===== src/rtl/hcrop_pkg.sv =====
package hcrop_pkg;
  localparam int HALF_W = 16;
  localparam int WORD_W = 2 * HALF_W;

  typedef logic [HALF_W-1:0] cnt_t;

  typedef struct packed {
    logic bypass;
    cnt_t w_m1;
    cnt_t lines_m1;
    cnt_t left;
    cnt_t right;
  } crop_cfg_t;

  function automatic crop_cfg_t unpack_cfg(logic byp, logic [WORD_W-1:0] a,
                                           logic [WORD_W-1:0] b);
    crop_cfg_t c;
    c.bypass   = byp;
    c.w_m1     = a[WORD_W-1:HALF_W];
    c.lines_m1 = a[HALF_W-1:0];
    c.left     = b[WORD_W-1:HALF_W];
    c.right    = b[HALF_W-1:0];
    return c;
  endfunction

  // column + right + 1, widened so that no sum wraps
  function automatic logic [HALF_W+1:0] right_reach(crop_cfg_t c, cnt_t col);
    return {2'b00, col} + {2'b00, c.right} + 18'd1;
  endfunction

  function automatic logic in_window(crop_cfg_t c, cnt_t col);
    return (col >= c.left) && (right_reach(c, col) <= {2'b00, c.w_m1});
  endfunction

  function automatic logic is_last_kept(crop_cfg_t c, cnt_t col);
    return right_reach(c, col) == {2'b00, c.w_m1};
  endfunction
endpackage


===== src/rtl/hcrop_cfg_hold.sv =====
module hcrop_cfg_hold
  import hcrop_pkg::*;
(
  input  logic      clk,
  input  logic      rst_n,
  input  logic      frame_offer,
  input  logic      frame_take,
  input  crop_cfg_t cfg_live,
  output crop_cfg_t cfg_held,
  output crop_cfg_t cfg_eff
);
  always_ff @(posedge clk or negedge rst_n) begin
    if (!rst_n)          cfg_held <= '0;
    else if (frame_take) cfg_held <= cfg_live;
  end

  assign cfg_eff = frame_offer ? cfg_live : cfg_held;
endmodule


===== src/rtl/hcrop_pos_track.sv =====
module hcrop_pos_track
  import hcrop_pkg::*;
(
  input  logic      clk,
  input  logic      rst_n,
  input  logic      take,
  input  logic      sof,
  input  logic      eol,
  input  crop_cfg_t cfg,
  output cnt_t      col_eff,
  output cnt_t      line_eff,
  output logic      in_frame,
  output logic      geo_fault,
  output logic      err
);
  cnt_t col_q, line_q;
  logic last_line;

  assign col_eff   = sof ? '0 : col_q;
  assign line_eff  = sof ? '0 : line_q;
  assign last_line = (line_eff == cfg.lines_m1);

  assign geo_fault = take && (
      ( eol && (col_eff != cfg.w_m1)) ||
      (!eol && (col_eff == cfg.w_m1)) ||
      ( sof &&  in_frame) ||
      (!sof && !in_frame));

  always_ff @(posedge clk or negedge rst_n) begin
    if (!rst_n) begin
      col_q    <= '0;
      line_q   <= '0;
      in_frame <= 1'b0;
      err      <= 1'b0;
    end else begin
      if (geo_fault) err <= 1'b1;
      if (take) begin
        if (eol) begin
          col_q <= '0;
          if (last_line) begin
            line_q   <= '0;
            in_frame <= 1'b0;
          end else begin
            line_q   <= line_eff + 1'b1;
            in_frame <= 1'b1;
          end
        end else begin
          col_q    <= col_eff + 1'b1;
          line_q   <= line_eff;
          in_frame <= in_frame | sof;
        end
      end
    end
  end
endmodule


===== src/rtl/hcrop_keep_gate.sv =====
module hcrop_keep_gate
  import hcrop_pkg::*;
#(
  parameter int DATA_W = 32
) (
  input  crop_cfg_t          cfg,
  input  cnt_t               col,
  input  cnt_t               line,
  input  logic               in_valid,
  input  logic [DATA_W-1:0]  in_data,
  input  logic               in_sof,
  input  logic               in_sol,
  input  logic               in_eol,
  output logic               in_ready,
  input  logic               out_ready,
  output logic               out_valid,
  output logic [DATA_W-1:0]  out_data,
  output logic               out_sof,
  output logic               out_sol,
  output logic               out_eol,
  output logic               keep
);
  logic first_kept;

  assign keep       = cfg.bypass || in_window(cfg, col);
  assign first_kept = (col == cfg.left);

  assign out_valid = in_valid && keep;
  assign in_ready  = keep ? out_ready : 1'b1;
  assign out_data  = in_data;

  always_comb begin
    if (cfg.bypass) begin
      out_sof = in_sof;
      out_sol = in_sol;
      out_eol = in_eol;
    end else begin
      out_sol = first_kept;
      out_sof = first_kept && (line == '0);
      out_eol = is_last_kept(cfg, col);
    end
  end
endmodule


===== src/rtl/hcrop_line_trim.sv =====
module hcrop_line_trim
  import hcrop_pkg::*;
#(
  parameter int DATA_W = 32
) (
  input  logic              clk,
  input  logic              rst_n,
  input  logic              cfg_bypass,
  input  logic [31:0]       cfg_size_a,
  input  logic [31:0]       cfg_size_b,
  input  logic              in_valid,
  output logic              in_ready,
  input  logic [DATA_W-1:0] in_data,
  input  logic              in_sof,
  input  logic              in_sol,
  input  logic              in_eol,
  output logic              out_valid,
  input  logic              out_ready,
  output logic [DATA_W-1:0] out_data,
  output logic              out_sof,
  output logic              out_sol,
  output logic              out_eol,
  output logic              err
);
  crop_cfg_t cfg_live, cfg_held, cfg_eff;
  cnt_t      col_eff, line_eff;
  logic      frame_offer, take, in_frame, geo_fault, keep_w;

  assign cfg_live    = unpack_cfg(cfg_bypass, cfg_size_a, cfg_size_b);
  assign frame_offer = in_valid && in_sof;
  assign take        = in_valid && in_ready;

  hcrop_cfg_hold i_hold (
    .clk(clk), .rst_n(rst_n),
    .frame_offer(frame_offer), .frame_take(take && in_sof),
    .cfg_live(cfg_live), .cfg_held(cfg_held), .cfg_eff(cfg_eff)
  );

  hcrop_pos_track i_pos (
    .clk(clk), .rst_n(rst_n), .take(take), .sof(in_sof), .eol(in_eol),
    .cfg(cfg_eff), .col_eff(col_eff), .line_eff(line_eff),
    .in_frame(in_frame), .geo_fault(geo_fault), .err(err)
  );

  hcrop_keep_gate #(.DATA_W(DATA_W)) i_gate (
    .cfg(cfg_eff), .col(col_eff), .line(line_eff),
    .in_valid(in_valid), .in_data(in_data), .in_sof(in_sof),
    .in_sol(in_sol), .in_eol(in_eol), .in_ready(in_ready),
    .out_ready(out_ready), .out_valid(out_valid), .out_data(out_data),
    .out_sof(out_sof), .out_sol(out_sol), .out_eol(out_eol), .keep(keep_w)
  );
endmodule


===== config.mk =====
export PLATFORM = sky130hd
export DESIGN_NAME = hcrop_line_trim
export DESIGN_NICKNAME = d
export VERILOG_FILES = /design/src/rtl/hcrop_pkg.sv /design/src/rtl/hcrop_cfg_hold.sv /design/src/rtl/hcrop_pos_track.sv /design/src/rtl/hcrop_keep_gate.sv /design/src/rtl/hcrop_line_trim.sv
export SDC_FILE = /design/constraint.sdc
export NUM_CORES = 1
export LEC_CHECK = 0
export BUFFER_PORTS_ARGS = -buffer_cell sky130_fd_sc_hd__buf_4
export CAP_MARGIN = 30
export CORE_ASPECT_RATIO = 0.8
export CORE_MARGIN = 3
export CORE_UTILIZATION = 58
export CTS_CLUSTER_DIAMETER = 150
export CTS_CLUSTER_SIZE = 25
export DETAILED_ROUTE_END_ITERATION = 10
export PLACE_DENSITY = 0.79
export RECOVER_POWER = 50
export SYNTH_ARGS = -nofsm -noshare
export SYNTH_HDL_FRONTEND = slang
export SYNTH_SLANG_ARGS = --single-unit

===== constraint.sdc =====
create_clock -name clk -period 9 [get_ports clk]
set_clock_uncertainty 0.05 [all_clocks]
set_input_delay 1.8 -clock clk [delete_from_list [all_inputs] [get_ports clk]]
set_output_delay 1.8 -clock clk [all_outputs]
set_load 0.02 [all_outputs]

==> impl_metrics.csv <==
group,metric,value,unit
synthesis,syn_area_per_cell,9.51,um^2
run_status,status,"finished with violations",
synthesis,async_flop_share,100,%
pwr,p_comb_share,33.0,%
worst_setup_path,cp-end-kind,"output pin",
clocking,cts-root-buf,"clkbuf_16",
pwr,p_clk_share,28.2,%
global_routing,globalRouteMet2Util,37.8,%
worst_setup_path,regToRegSetupSlack,3.22,ns
sta,worstMarginPinSlew,2.79,ns
detailed_routing,drt_iter0_drc,949,
global_routing,grt-ovfl-total,0,
final_layout,nFillCells,1136,
die,dieWidth,139,um
clocking,ctsHoldBuffers,0,
sta,hold_violations,0,
synthesis,yosys_warnings,0,
run_status,failed_checks,"max-capacitance violations, max-slew violations",
synthesis,synth-seq-area-share,30.1,%
pwr,p_per_area,158,nW/um^2
place,gp_congestion,0.976,
synthesis,synthesis.area,8220,um^2
pwr,p_sw_share,33.2,%
global_routing,use_met1,42.5,%
final_layout,final_util,66.1,%
sta,max_freq,117,MHz
synthesis,synth-seq-cells,99,
clocking,clk_latency,0.36,ns
detailed_routing,route.detailed.drc,0,
die,dieArea,15600,um^2
detailed_routing,vias_per_cell,6.28,
detailed_routing,routed-via-count,6843,
clocking,cts_made_buffers,9,
sta,rsz0062_at_grt,"false",
clocking,cts_resized,0,
clocking,postCtsSetupRepairBufs,0,
die,start_util,60.0,%
synthesis,synthFlopType,"dfrtp_1",
synthesis,synth_nets,1021,
synthesis,synthCells,864,
global_routing,first_global_vias,6415,
clocking,cts_sinks,99,
clocking,clockBufferDepth,2,
final_layout,layout_common_cells,"nand2_1 (105), dfrtp_1 (99), buf_4 (94), ha_1 (52), mux2_4 (50)",
worst_setup_path,crit_path_start,"in_sof",
detailed_routing,wl_per_cell,19.6,um
synthesis,synth.distinct_cells,77,
worst_setup_path,reg2reg_from,"i_pos.col_q[2]",
hold_path,min_from,"i_pos.err",
die,die_h,112,um
die,coreArea,13700,um^2
place,dp_hpwl,16100,um
final_layout,layout-drive-gt1-share,22.2,%
clocking,tritoncts,"done",
pwr,intPower,0.956,mW
synthesis,synth-edff-count,0,
worst_setup_path,arrival,6.68,ns
global_routing,met3_usage,6.22,%
worst_setup_path,required,7.15,ns
sta,setup_violations,0,
detailed_routing,drt_pre_antenna_iters,6,
final_layout,syn_to_final_growth,10.1,%
pwr,max-vdd-ir-drop,0.184,mV
sta,min_period,8.53,ns
sta,post-route-period-util,94.7,%
sta,maxSlewViolCount,53,
sta,slew_headroom,-86.0,%
global_routing,grt_max_degree,53,
global_routing,grt-busiest-layer,"met1",
pwr,p_leak,4.33,nW
global_routing,grt_use_total,27.2,%
die,boundaryPins,142,
detailed_routing,postRouteAntennaNets,0,
final_layout,layout_commonest_cell,"nand2_1",
clocking,cts.clk_slew.worst_paths,0.06,ns
worst_setup_path,worstPathMaxFanout,26,
final_layout,final_area,9050,um^2
detailed_routing,routed_wl,21400,um
hold_path,hold_class,"flop to flop",
final_layout,diodes,0,
global_routing,antenna_found_initial,0,
die,rows,38,
worst_setup_path,start_kind,"primary input",
run,maxCapViolCount,1,
place,dpl-instance-area,8790,um^2
sta,fin_setup_tns,0,ns
place,portBuffers,77,
clocking,htree_levels,3,
final_layout,nets,1062,
pwr,seqPwrFrac,38.8,%
global_routing,grt_pass1_wl,34400,um
worst_setup_path,path_class,"primary input to output pin",
pwr,p_sw,0.475,mW
layer usage:
layer,part of all wire [%],vias to the layer above
met3,9.0,32
met2,41,346
met1,48,3259
li1,-,3204
met5,0.22,-
met4,1.6,2
area by class of cell:
class	count	area (um^2)	share of cell area, %
tap	180	225	2.49
sequential	99	2480	27.4
multi-input combinational	672	5220	57.7
clock buffer	10	239	2.64
clock inverter	5	61.3	0.677
timing repair buffer	99	741	8.18
inverter	24	90.1	0.995
kinds of logic (layout without fill, tap and decap cells):
family,after synthesis,count (layout),share of synthesized area [%]
AO/OA/AOI/OAI,160,160,14.2
XOR/XNOR,63,63,6.80
adder cells (fa/ha/maj),53,53,8.16
buffers and inverters,93,138,6.50
flip-flops,99,99,30.1
multiplexers,109,109,16.7
AND/OR/NAND/NOR,287,287,17.5
power by group through the flow:
stage               logic (mW)  registers [mW]  clock network, mW
CTS                      0.468           0.554              0.410
detailed placement       0.464           0.562                  0
global placement         0.451           0.559                  0
floorplan                0.368           0.547                  0
global route             0.520           0.564              0.426
finish                   0.472           0.556              0.404
synthesized netlist by cell type (3+ instances only):
cell type  count  share of area, %
nand2_1      106               4.8
dfrtp_1       99                30
ha_1          52               7.9
mux2_4        50               9.1
nor2_1        42               1.9
a21oi_1       36               2.2
mux2i_1       34               4.1
buf_4         33               3.0
xnor2_1       31               3.3
xor2_1        31               3.3
nand3_1       24               1.5
inv_1         23               1.1
mux2_2        22               3.0
nor4_1        20               1.5
nor3_1        19               1.2
nor2b_1       18               1.4
clkbuf_1      16              0.73
o21ai_0       16              0.97
nand4_1       15               1.1
a31oi_1        9              0.68
o211ai_1       9              0.82
a211o_1        8              0.85
o31ai_1        8              0.73
a21boi_0       7              0.64
buf_2          7              0.43
buf_6          7              0.96
or3_1          7              0.53
a211oi_1       6              0.55
a21o_1         6              0.55
and3_1         6              0.46
buf_1          6              0.27
o21a_1         6              0.55
a221o_1        5              0.61
a32o_1         5              0.61
and2_1         4              0.30
o2111ai_1      4              0.43
or2_2          4              0.30
a221oi_1       3              0.32
nand3b_1       3              0.27
nor3b_1        3              0.27
o211a_1        3              0.37
o2bb2ai_1      3              0.32
or4_1          3              0.27
flip-flops by register name, summed over array words and instances (netlist names):
signal	count
i_pos.in_frame	1
i_pos.col_q	16
i_pos.line_q	16
i_hold.cfg_held	65
i_pos.err	1
final timing paths:
kind                                             to  cells after the start
min in group asynchronous       i_hold.cfg_held[59]                      1
worst max register to register   i_hold.cfg_held[1]                     21
max in group asynchronous        i_hold.cfg_held[6]                      3
worst min register to register            i_pos.err                      1
worst max-delay path                       in_ready                     24
worst min-delay path                      i_pos.err                      1
worst max-delay path: stages:
cell and delay [ns]:
buf_4 0.26, and2_1 0.24, buf_4 0.23, nand2_1 0.08, nand2_1 0.08, ha_1 0.28, nor2b_1 0.16, o31ai_1 0.41
a21boi_0 0.18, and4b_1 0.44, nand3_1 0.13, nor2_1 0.15, nand2_1 0.08, xnor2_1 0.14, ha_1 0.34, a211o_1 0.29
o211ai_1 0.08, a21oi_1 0.08, o21a_1 0.16, nor3_1 0.22, a21oi_1 0.17, mux2i_2 0.34, nand2_1 0.13, buf_4 0.20
stage by stage:
stage	instances	total power, mW	setup WS (ns)	hold WS [ns]
finish	1089	1.43	0.474	0.421
global route	1089	1.51	0.132	0.446
CTS	1089	1.43	0.561	0.421
detailed placement	1074	1.03	0.567	0.406
global placement	1073	1.01	0.704	0.406
floorplan	864	0.914	0.305	0.414
Note: power is estimated with default switching activity, not from simulation.
